`config.mk`:
```
export PLATFORM = sky130hd
export DESIGN_NAME = inv_guard_top
export DESIGN_NICKNAME = d
export VERILOG_FILES = /design/src/rtl/inv_guard_pkg.sv /design/src/rtl/inv_guard_blank.sv /design/src/rtl/inv_guard_clrtmr.sv /design/src/rtl/inv_guard_uvsync.sv /design/src/rtl/inv_guard_top.sv
export SDC_FILE = /design/constraint.sdc
export NUM_CORES = 1
export LEC_CHECK = 0
export ABC_AREA = 1
export BUFFER_PORTS_ARGS = -buffer_cell sky130_fd_sc_hd__buf_2
export CAP_MARGIN = 25
export CORE_MARGIN = 2
export CORE_UTILIZATION = 52
export DETAILED_ROUTE_END_ITERATION = 6
export PLACE_DENSITY = 0.73
export SLEW_MARGIN = 20
export SYNTH_ARGS = -nofsm -noshare
export SYNTH_HDL_FRONTEND = slang
export SYNTH_SLANG_ARGS = --single-unit
```
`constraint.sdc`:
```
create_clock -name clk -period 1.7 [get_ports clk]
set_clock_uncertainty 0.05 [all_clocks]
set_input_delay 0 -clock clk [delete_from_list [all_inputs] [get_ports clk]]
set_output_delay 0 -clock clk [all_outputs]
set_load 0.03 [all_outputs]
```
`src/rtl/inv_guard_pkg.sv`:
```
package inv_guard_pkg;
  typedef enum logic {
    GRD_RUN     = 1'b0,
    GRD_LATCHED = 1'b1
  } grd_state_e;

  function automatic int unsigned cnt_bits(input int unsigned n);
    return (n < 2) ? 1 : $clog2(n);
  endfunction
endpackage

```
`src/rtl/inv_guard_blank.sv`:
```
module inv_guard_blank
  import inv_guard_pkg::*;
#(
  parameter int unsigned NPH       = 3,
  parameter int unsigned BLANK_CYC = 20,
  localparam int unsigned BW       = cnt_bits(BLANK_CYC + 1)
) (
  input  logic           clk,
  input  logic           rst_n,
  input  logic           trip_i,
  input  logic [NPH-1:0] hin_n_i,
  input  logic [NPH-1:0] lin_n_i,
  output logic           trip_q_o,
  output logic           trip_ok_o,
  output logic [BW-1:0]  blank_cnt_o
);
  localparam int unsigned NCMD = 2 * NPH;
  localparam logic [BW-1:0] BLANK_LOAD = BW'(BLANK_CYC);

  logic [NCMD-1:0] cmd_now;
  logic [NCMD-1:0] cmd_q;
  logic            sw_edge;
  logic [BW-1:0]   cnt_q;
  logic            trip_q;

  assign cmd_now = {hin_n_i, lin_n_i};
  assign sw_edge = |(cmd_now ^ cmd_q);

  // switching-edge detector and blanking down-counter
  always_ff @(posedge clk or negedge rst_n) begin
    if (!rst_n) begin
      cmd_q  <= '1;
      cnt_q  <= '0;
      trip_q <= 1'b0;
    end else begin
      cmd_q  <= cmd_now;
      trip_q <= trip_i;
      if (sw_edge) begin
        cnt_q <= BLANK_LOAD;
      end else if (cnt_q != '0) begin
        cnt_q <= cnt_q - 1'b1;
      end
    end
  end

  assign trip_q_o    = trip_q;
  assign trip_ok_o   = trip_q && (cnt_q == '0);
  assign blank_cnt_o = cnt_q;
endmodule

```
`src/rtl/inv_guard_clrtmr.sv`:
```
module inv_guard_clrtmr
  import inv_guard_pkg::*;
#(
  parameter int unsigned NPH      = 3,
  parameter int unsigned CLR_CYC  = 100000,
  parameter bit          BOTH_CLR = 1'b0,
  localparam int unsigned CW      = cnt_bits(CLR_CYC)
) (
  input  logic           clk,
  input  logic           rst_n,
  input  logic [NPH-1:0] hin_n_i,
  input  logic [NPH-1:0] lin_n_i,
  input  logic           trip_ok_i,
  input  logic           trip_q_i,
  output logic           fault_o,
  output logic           cond_o,
  output logic [CW-1:0]  cnt_o
);
  localparam logic [CW-1:0]  LAST  = CW'(CLR_CYC - 1);
  localparam logic [NPH-1:0] HMASK = BOTH_CLR ? '0 : '1;

  grd_state_e    st_q;
  logic [CW-1:0] cnt_q;
  logic          cond;

  // high-side commands count only in the both-sides variant
  assign cond = (&lin_n_i) & (&(hin_n_i | HMASK));

  always_ff @(posedge clk or negedge rst_n) begin
    if (!rst_n) begin
      st_q  <= GRD_LATCHED;
      cnt_q <= '0;
    end else if (trip_ok_i) begin
      st_q  <= GRD_LATCHED;
      cnt_q <= '0;
    end else if (st_q == GRD_LATCHED) begin
      if (!cond) begin
        cnt_q <= '0;
      end else if (cnt_q == LAST) begin
        cnt_q <= '0;
        if (!trip_q_i) st_q <= GRD_RUN;
      end else begin
        cnt_q <= cnt_q + 1'b1;
      end
    end else begin
      cnt_q <= '0;
    end
  end

  assign fault_o = (st_q == GRD_LATCHED);
  assign cond_o  = cond;
  assign cnt_o   = cnt_q;
endmodule

```
`src/rtl/inv_guard_uvsync.sv`:
```
module inv_guard_uvsync #(
  parameter int unsigned NPH = 3
) (
  input  logic           clk,
  input  logic           rst_n,
  input  logic           ls_uv_i,
  input  logic [NPH-1:0] hs_uv_i,
  output logic           ls_uv_q_o,
  output logic [NPH-1:0] hs_dis_o
);
  always_ff @(posedge clk or negedge rst_n) begin
    if (!rst_n) ls_uv_q_o <= 1'b1;
    else        ls_uv_q_o <= ls_uv_i;
  end

  for (genvar p = 0; p < NPH; p++) begin : g_phase
    logic dis_q;
    always_ff @(posedge clk or negedge rst_n) begin
      if (!rst_n) dis_q <= 1'b1;
      else        dis_q <= hs_uv_i[p];
    end
    assign hs_dis_o[p] = dis_q;
  end
endmodule

```
`src/rtl/inv_guard_top.sv`:
```
module inv_guard_top
  import inv_guard_pkg::*;
#(
  parameter int unsigned NPH       = 3,
  parameter int unsigned BLANK_CYC = 20,
  parameter int unsigned CLR_CYC   = 100000,
  parameter bit          BOTH_CLR  = 1'b0
) (
  input  logic           clk,
  input  logic           rst_n,
  input  logic           trip_i,
  input  logic           ls_uv_i,
  input  logic [NPH-1:0] hs_uv_i,
  input  logic [NPH-1:0] hin_n_i,
  input  logic [NPH-1:0] lin_n_i,
  output logic           shut_o,
  output logic [NPH-1:0] hs_dis_o,
  output logic           flt_oe_o
);
  localparam int unsigned BW = cnt_bits(BLANK_CYC + 1);
  localparam int unsigned CW = cnt_bits(CLR_CYC);

  logic          trip_q_w;
  logic          trip_ok_w;
  logic [BW-1:0] blank_cnt_w;
  logic          fault_w;
  logic          cond_w;
  logic [CW-1:0] clr_cnt_w;
  logic          ls_uv_q_w;

  inv_guard_blank #(.NPH(NPH), .BLANK_CYC(BLANK_CYC)) u_blank (
    .clk(clk), .rst_n(rst_n), .trip_i(trip_i),
    .hin_n_i(hin_n_i), .lin_n_i(lin_n_i),
    .trip_q_o(trip_q_w), .trip_ok_o(trip_ok_w), .blank_cnt_o(blank_cnt_w)
  );

  inv_guard_clrtmr #(.NPH(NPH), .CLR_CYC(CLR_CYC), .BOTH_CLR(BOTH_CLR)) u_clr (
    .clk(clk), .rst_n(rst_n),
    .hin_n_i(hin_n_i), .lin_n_i(lin_n_i),
    .trip_ok_i(trip_ok_w), .trip_q_i(trip_q_w),
    .fault_o(fault_w), .cond_o(cond_w), .cnt_o(clr_cnt_w)
  );

  inv_guard_uvsync #(.NPH(NPH)) u_uv (
    .clk(clk), .rst_n(rst_n), .ls_uv_i(ls_uv_i), .hs_uv_i(hs_uv_i),
    .ls_uv_q_o(ls_uv_q_w), .hs_dis_o(hs_dis_o)
  );

  assign shut_o   = fault_w | ls_uv_q_w;
  assign flt_oe_o = fault_w | ls_uv_q_w;
endmodule

```
==> flow_metrics.env, run 1 <==
export IMPL_drc=0
export IMPL_clk_insertion_delay_late_ns=0.33
export IMPL_cts_resized=0
export IMPL_fp_dieH_um=61.19
export IMPL_setup_tns_final_ns=0
export IMPL_ff2ff_setup_slack_ns=0.26
export IMPL_ys_seq_area_frac=0.5085
export IMPL_period_needed_ns=1.440
export IMPL_numCtsBuffers=5
export IMPL_final_common_cell="nor2_1"
export IMPL_synthTopCellsByArea="dfrtp_1 (34%), dfstp_2 (17%), nor2_1 (9.9%)"
export IMPL_route_vias_total=1254
export IMPL_synth_warnings=0
export IMPL_synth_fp_nets=218
export IMPL_wl_per_cell_um=10.30
export IMPL_worst_pin_slew_ns=0.7257
export IMPL_cts_root_buffer="clkbuf_4"
export IMPL_drive_gt1_frac=0.2000
export IMPL_synth_cell_types=24
export IMPL_antenna_found_initial=0
export IMPL_clk_pin_slew_ns=0.10
export IMPL_max_slew_margin_rel=0.5162
export IMPL_yosys_area_top_type="dfrtp_1"
export IMPL_status="finished, final reports clean"
export IMPL_initial_core_util=0.5524
export IMPL_drv_cap=0
export IMPL_grt_pass1_wl_mm=4.905
export IMPL_first_iter_violations=81
export IMPL_ys_ff_latch=34
export IMPL_setup_viol_count_final=0
export IMPL_grt_max_degree=35
export IMPL_finalNetCount=249
export IMPL_avgViaCountPerCell=4.495
export IMPL_placeableCoreArea_um2=3078
export IMPL_start_kind="flop"
export IMPL_finalWirelength_mm=2.874
export IMPL_numPortBuffers=17
export IMPL_grtUsageTotal=0.1828
export IMPL_p_per_area_nw_per_um2=701.9
export IMPL_worstPathRequired_ns=1.87
export IMPL_syn_inst=203
export IMPL_area_growth_syn_to_layout_pct=16.41
export IMPL_timing_rr_end="u_clr.cnt_o[11]"
export IMPL_r2r_cells=8
export IMPL_rows=20
export IMPL_layout_common_cells="nor2_1 (45), nand2_1 (43), dfrtp_1 (23), inv_1 (22), buf_2 (17)"
export IMPL_grt_pass1_vias=1144
export IMPL_grt_overflow_total=0
export IMPL_gp_congestion=0.7892
export IMPL_insertedDiodeCount=0
export IMPL_period_share=0.8469
export IMPL_die_x_um=61.19
export IMPL_clk_path_buf_depth=2
export IMPL_slew_viol_final=0
export IMPL_cts_hold_buf=12
export IMPL_synth_top_cell_area_share=0.3385
export IMPL_crit_fanout=16
export IMPL_crit_type="reg -> reg"
export IMPL_fmax_mhz=694.6
export IMPL_timing_hold_violations_final=0
export IMPL_firstDrtPassIters=4
export IMPL_drtAntennaViolNets=0
export IMPL_ios=18
export IMPL_cts_max_level=2
export IMPL_p_leak_uw=0.0008979
export IMPL_dp_hpwl_mm=1.998
export IMPL_finalPower_uw=1389
export IMPL_cts_tree="built"
export IMPL_cts_setup_buffers=0
export IMPL_cts_sinks=34
export IMPL_syn_area_um2=1700
export IMPL_rsz0062_at_grt="no"
export IMPL_r2r_start="u_clr.cnt_o[0]"
export IMPL_worst_setup_path_end_kind="flop"
export IMPL_ir_worst_vdd_v=0.0005285
export IMPL_avgSynthCellArea_um2=8.376
export IMPL_arrival_ns=1.61
export IMPL_dieArea_um2=3744
export IMPL_hold_path_class="in -> async"
[per-layer routing]
metal,wire (µm),track usage,vias up
met2,1266,0.2796,20
met3,116,0.04412,5
met4,50,0.1025,0
li1,-,-,682
met1,1440,0.2387,547
met5,0,0,-
[cell type report]
cell class | count | area [µm²]
sequential | 34 | 864.6
fill | 268 | 1099
clock buffer | 7 | 55.05
tap | 44 | 55.05
timing repair buffer | 29 | 205.2
clock inverter | 1 | 5.005
multi-input combinational | 140 | 704.4
inverter | 24 | 90.09
[synth_stat cells (all sizes together)]
| library cell | number |
|---|---|
| xnor2 | 3 |
| inv | 24 |
| nand3 | 13 |
| ha | 2 |
| nor2 | 49 |
| dfrtp | 23 |
| nand4 | 7 |
| buf | 5 |
| dfstp | 11 |
| a21boi | 1 |
| o21ai | 3 |
| a21oi | 1 |
| nand2 | 47 |
| or2 | 1 |
| xor2 | 11 |
| o21bai | 2 |
[how the worst max path moves through the flow]
stage | cells after the start | from | endpoint | slack, ns
after floorplan | 9 | u_clr.cnt_o[0] | u_clr.cnt_o[2] | 0.35
after global placement | 8 | u_clr.cnt_o[0] | u_clr.cnt_o[16] | 0.27
after detailed placement | 8 | u_clr.cnt_o[0] | u_clr.cnt_o[11] | 0.26
after CTS | 7 | u_blank.blank_cnt_o[0] | u_clr.cnt_o[16] | 0.24
after global routing | 7 | u_blank.blank_cnt_o[0] | u_clr.cnt_o[9] | 0.08
final | 8 | u_clr.cnt_o[0] | u_clr.cnt_o[11] | 0.26
[power breakdown]
| part | internal (µW) | switching [µW] | leakage (µW) |
|---|---|---|---|
| Sequential | 832 | 5.31 | 0.000424 |
| Combinational | 44.3 | 57.8 | 0.000438 |
| Clock | 200 | 249 | 0.0000353 |
[worst max-delay path: stages, from the launching register on]
cell,delay (ns)
dfrtp_1,0.39
ha_1,0.21
nand2_2,0.08
inv_1,0.07
nand2_1,0.06
nor2_2,0.12
nand2_1,0.10
nand2_4,0.18
nor2_1,0.07
[kinds of logic after synthesis]
kind of cell,count (synthesis),share of synthesized area
buffers and inverters,29,0.07727
adder cells (fa/ha/maj),2,0.01471
AO/OA/AOI/OAI,7,0.02722
XOR/XNOR,14,0.07211
AND/OR/NAND/NOR,117,0.3002
flip-flops,34,0.5085
[stage by stage]
step	cell area (µm²)	hold WS [ns]	util	setup WS, ns	instances
floorplan	1700	-0.3456	-	0.3489	203
detailed placement	1799	0.04908	0.5846	0.2609	259
finish	1979	0.2024	0.6431	0.2603	279
global route	1979	0.2479	0.6431	0.07993	279
global placement	1799	0.05349	0.5846	0.2741	259
CTS	1979	0.2172	0.6431	0.2426	279
[registers in the layout (all words and copies together) (netlist names)]
signal,cells
u_blank.blank_cnt_o,5
u_blank.cmd_q,6
u_blank.trip_q_o,1
u_clr.cnt_o,17
u_clr.fault_o,1
u_uv.g_phase.dis_q,3
u_uv.ls_uv_q_o,1
No activity file was read; power rests on OpenSTA's default activity.
==> run 2: changes to the inputs <==
--- a/config.mk
+++ b/config.mk
@@ -5,13 +5,13 @@
 export SDC_FILE = /design/constraint.sdc
 export NUM_CORES = 1
 export LEC_CHECK = 0
-export ABC_AREA = 1
+export ABC_AREA = 0
 export BUFFER_PORTS_ARGS = -buffer_cell sky130_fd_sc_hd__buf_2
 export CAP_MARGIN = 25
 export CORE_MARGIN = 2
-export CORE_UTILIZATION = 52
+export CORE_UTILIZATION = 51
 export DETAILED_ROUTE_END_ITERATION = 6
-export PLACE_DENSITY = 0.73
+export PLACE_DENSITY = 0.75
 export SLEW_MARGIN = 20
 export SYNTH_ARGS = -nofsm -noshare
 export SYNTH_HDL_FRONTEND = slang
==> constraint.sdc (replaced) <==
create_clock -name clk -period 1.3 [get_ports clk]
set_clock_uncertainty 0.05 [all_clocks]
set_input_delay 0 -clock clk [delete_from_list [all_inputs] [get_ports clk]]
set_output_delay 0 -clock clk [all_outputs]
set_load 0.03 [all_outputs]
==> run 2 against run 1 <==
The run now ends with setup timing left; highest routed layer unchanged; die area is 3.7% lower; clock-buffer cell count unchanged; worst hold slack worse by 0.053 ns; final cell count fell by 9.7%; critical path depth fell by 1; flip-flop and latch count did not move; routed wire length up 52%; area after synthesis decreased by 5.8%; synthesized cell count shrank 32%; core utilization is 17 points higher; global-route usage grew 2.7 points.
==> flow_metrics.env, run 2 <==
export IMPL_cts_root_buffer="clkbuf_4"
export IMPL_p_per_area_nw_per_um2=776.9
export IMPL_async_flop_share=1.000
export IMPL_ios=18
export IMPL_dp_cells=220
export IMPL_hold_path_class="in -> async"
export IMPL_hold_slack_ns=0.1491
export IMPL_dp_hpwl_mm=2.136
export IMPL_dieArea_um2=3605
export IMPL_firstDrtPassIters=4
export IMPL_p_switching_uw=458.6
export IMPL_final_util=0.8091
export IMPL_rsz0062_at_grt="yes"
export IMPL_drv_cap=0
export IMPL_final_common_cell="buf_4"
export IMPL_placeableCoreArea_um2=3028
export IMPL_numPortBuffers=17
export IMPL_avgSynthCellArea_um2=11.52
export IMPL_setup_viol_count_final=23
export IMPL_setup_tns_final_ns=-5.942
export IMPL_internal_power_uw=1445
export IMPL_slew_viol_final=0
export IMPL_synth_top_cell_area_share=0.3594
export IMPL_status="finished, violations left"
export IMPL_worst_setup_path_end_kind="flop"
export IMPL_p_clk_frac=0.318
export IMPL_synth_fp_nets=154
export IMPL_synth_most_common_cell="dfrtp_1"
export IMPL_route_vias_total=1340
export IMPL_yosys_most_used_dff="dfrtp_1"
export IMPL_clk_path_buf_depth=2
export IMPL_insertedDiodeCount=0
export IMPL_start_kind="flop"
export IMPL_die_x_um=60.04
export IMPL_numCtsBuffers=5
export IMPL_cts_sinks=34
export IMPL_worstPathRequired_ns=1.47
export IMPL_cts_tree="built"
export IMPL_met2_length_mm=2.510
export IMPL_antenna_found_initial=0
export IMPL_drc=0
export IMPL_worst_pin_slew_ns=0.4126
export IMPL_highest_layer="met4"
export IMPL_finalPower_uw=1903
export IMPL_yosys_area_top_type="dfrtp_1"
export IMPL_p_sw_frac=0.2409
export IMPL_met3WireLength_um=184
export IMPL_clk_pin_slew_ns=0.10
export IMPL_drive_gt1_frac=0.5817
export IMPL_area_growth_syn_to_layout_pct=52.97
export IMPL_p_leak_uw=0.001017
export IMPL_timing_hold_violations_final=0
export IMPL_first_iter_violations=44
export IMPL_syn_area_um2=1602
export IMPL_synthTopCellsByArea="dfrtp_1 (36%), dfstp_2 (18%), xor2_1 (6.6%)"
export IMPL_fmax_mhz=616.2
export IMPL_synth_warnings=0
export IMPL_max_slew_margin_rel=0.7249
export IMPL_rows=20
export IMPL_syn_inst=139
export IMPL_crit_type="reg -> reg"
export IMPL_wl_per_cell_um=17.38
export IMPL_synth_cell_types=34
export IMPL_period_needed_ns=1.623
export IMPL_period_share=1.248
export IMPL_drtAntennaViolNets=0
export IMPL_gp_congestion=0.7909
export IMPL_avgViaCountPerCell=5.317
export IMPL_cts_max_level=2
export IMPL_grt_pass1_wl_mm=5.520
export IMPL_ys_seq_area_frac=0.5398
export IMPL_fp_dieH_um=60.04
export IMPL_grt_max_degree=35
export IMPL_grt_overflow_total=0
export IMPL_ff2ff_setup_slack_ns=-0.32
export IMPL_fin_ws_ns=-0.3228
export IMPL_violations="setup timing"
export IMPL_power_frac_comb=0.103
export IMPL_grtUsageTotal=0.2098
export IMPL_arrival_ns=1.79
export IMPL_layout_common_cells="buf_4 (33), dfrtp_1 (23), buf_2 (17), nor2_4 (12), dlygate4sd3_1 (12)"
export IMPL_power_frac_seq=0.579
export IMPL_ys_ff_latch=34
export IMPL_crit_fanout=8
export IMPL_met1Wirelength_mm=1.507
export IMPL_grt_pass1_vias=1353
export IMPL_clk_insertion_delay_late_ns=0.34
export IMPL_finalWirelength_mm=4.381
export IMPL_initial_core_util=0.5289
export IMPL_largest_reg_flops=17
export IMPL_synth_common_cells="dfrtp_1 (23), nor2_1 (19), xor2_1 (12), dfstp_2 (11), xnor2_1 (11)"
export IMPL_synth_edff_count=0
export IMPL_finalNetCount=222
export IMPL_layout_cells_non_filler=252
export IMPL_ir_worst_vdd_v=0.0005266
## run 2: layout make-up
class,instances,area [µm²]
multi-input cells,92,897.1
flip-flops and latches,34,864.6
fillers,179,578.1
repair buffers,69,554.3
clock buffers,7,55.05
well taps,44,55.05
inverters,5,18.77
clock inverters,1,5.005
## run 2: worst max-delay path, stage by stage, from the launching register on
cell and delay (ns):
dfrtp_1 0.43, inv_2 0.10, ha_4 0.13, nor4b_4 0.26, nand2_2 0.14, nand4bb_4 0.15, clkbuf_16 0.20, nor2_2 0.04
## run 2: per-stage QoR
| stage | area, µm² | setup slack, ns |
|---|---|---|
| 6_report | 2450 | -0.3228 |
| 5_1_grt | 2450 | -0.3599 |
| 4_1_cts | 2182 | -0.1976 |
| 3_5_place_dp | 1917 | -0.1972 |
| 3_3_place_gp | 1917 | -0.1656 |
| 2_1_floorplan | 1632 | -0.2362 |
## run 2: repair_timing
item / CTS / global route
endpoints found under the hold margin: 47 / 0
cloned: 0 / 1
buffers inserted: 5 / 7
endpoints found under the setup margin: 21 / 23
pin swaps: 3 / 18
hold buffers: 12 / 0
gates resized for setup: 10 / 42
## run 2: power by group through the flow
| stage | Combinational [µW] | Clock, µW | Sequential (µW) |
|---|---|---|---|
| final | 195 | 606 | 1100 |
| after global routing | 210 | 670 | 1100 |
| after CTS | 155 | 618 | 1100 |
| after detailed placement | 121 | 0 | 1120 |
| after global placement | 115 | 0 | 1120 |
| after floorplan | 62.5 | 0 | 1120 |
## run 2: kinds of logic (layout without fill, tap and decap cells)
kind of cell	after synthesis	after routing	share of synthesized area
compound gates	4	4	0.01484
buf+inv	13	82	0.06015
simple gates	63	63	0.2438
flops	34	34	0.5398
xor+xnor	23	23	0.1258
fa+ha+maj	2	2	0.01562
## run 2: metal layers
metal | vias to the layer above | GRT usage
met5 | - | 0
met4 | 0 | 0.06984
met3 | 14 | 0.06277
met2 | 55 | 0.3929
met1 | 661 | 0.2202
li1 | 610 | -
## run 2: path summary, 6_finish.rpt
kind,startpoint,depth (start not counted),end
setup / recovery,u_blank.blank_cnt_o[0],7,u_clr.cnt_o[14]
hold / removal,rst_n,3,u_clr.cnt_o[5]
setup reg to reg,u_blank.blank_cnt_o[0],7,u_clr.cnt_o[14]
hold reg to reg,u_clr.fault_o,2,u_clr.fault_o
max in group asynchronous,rst_n,3,u_blank.cmd_q[4]
min in group clk,hs_uv_i[0],2,u_uv.g_phase[0].dis_q
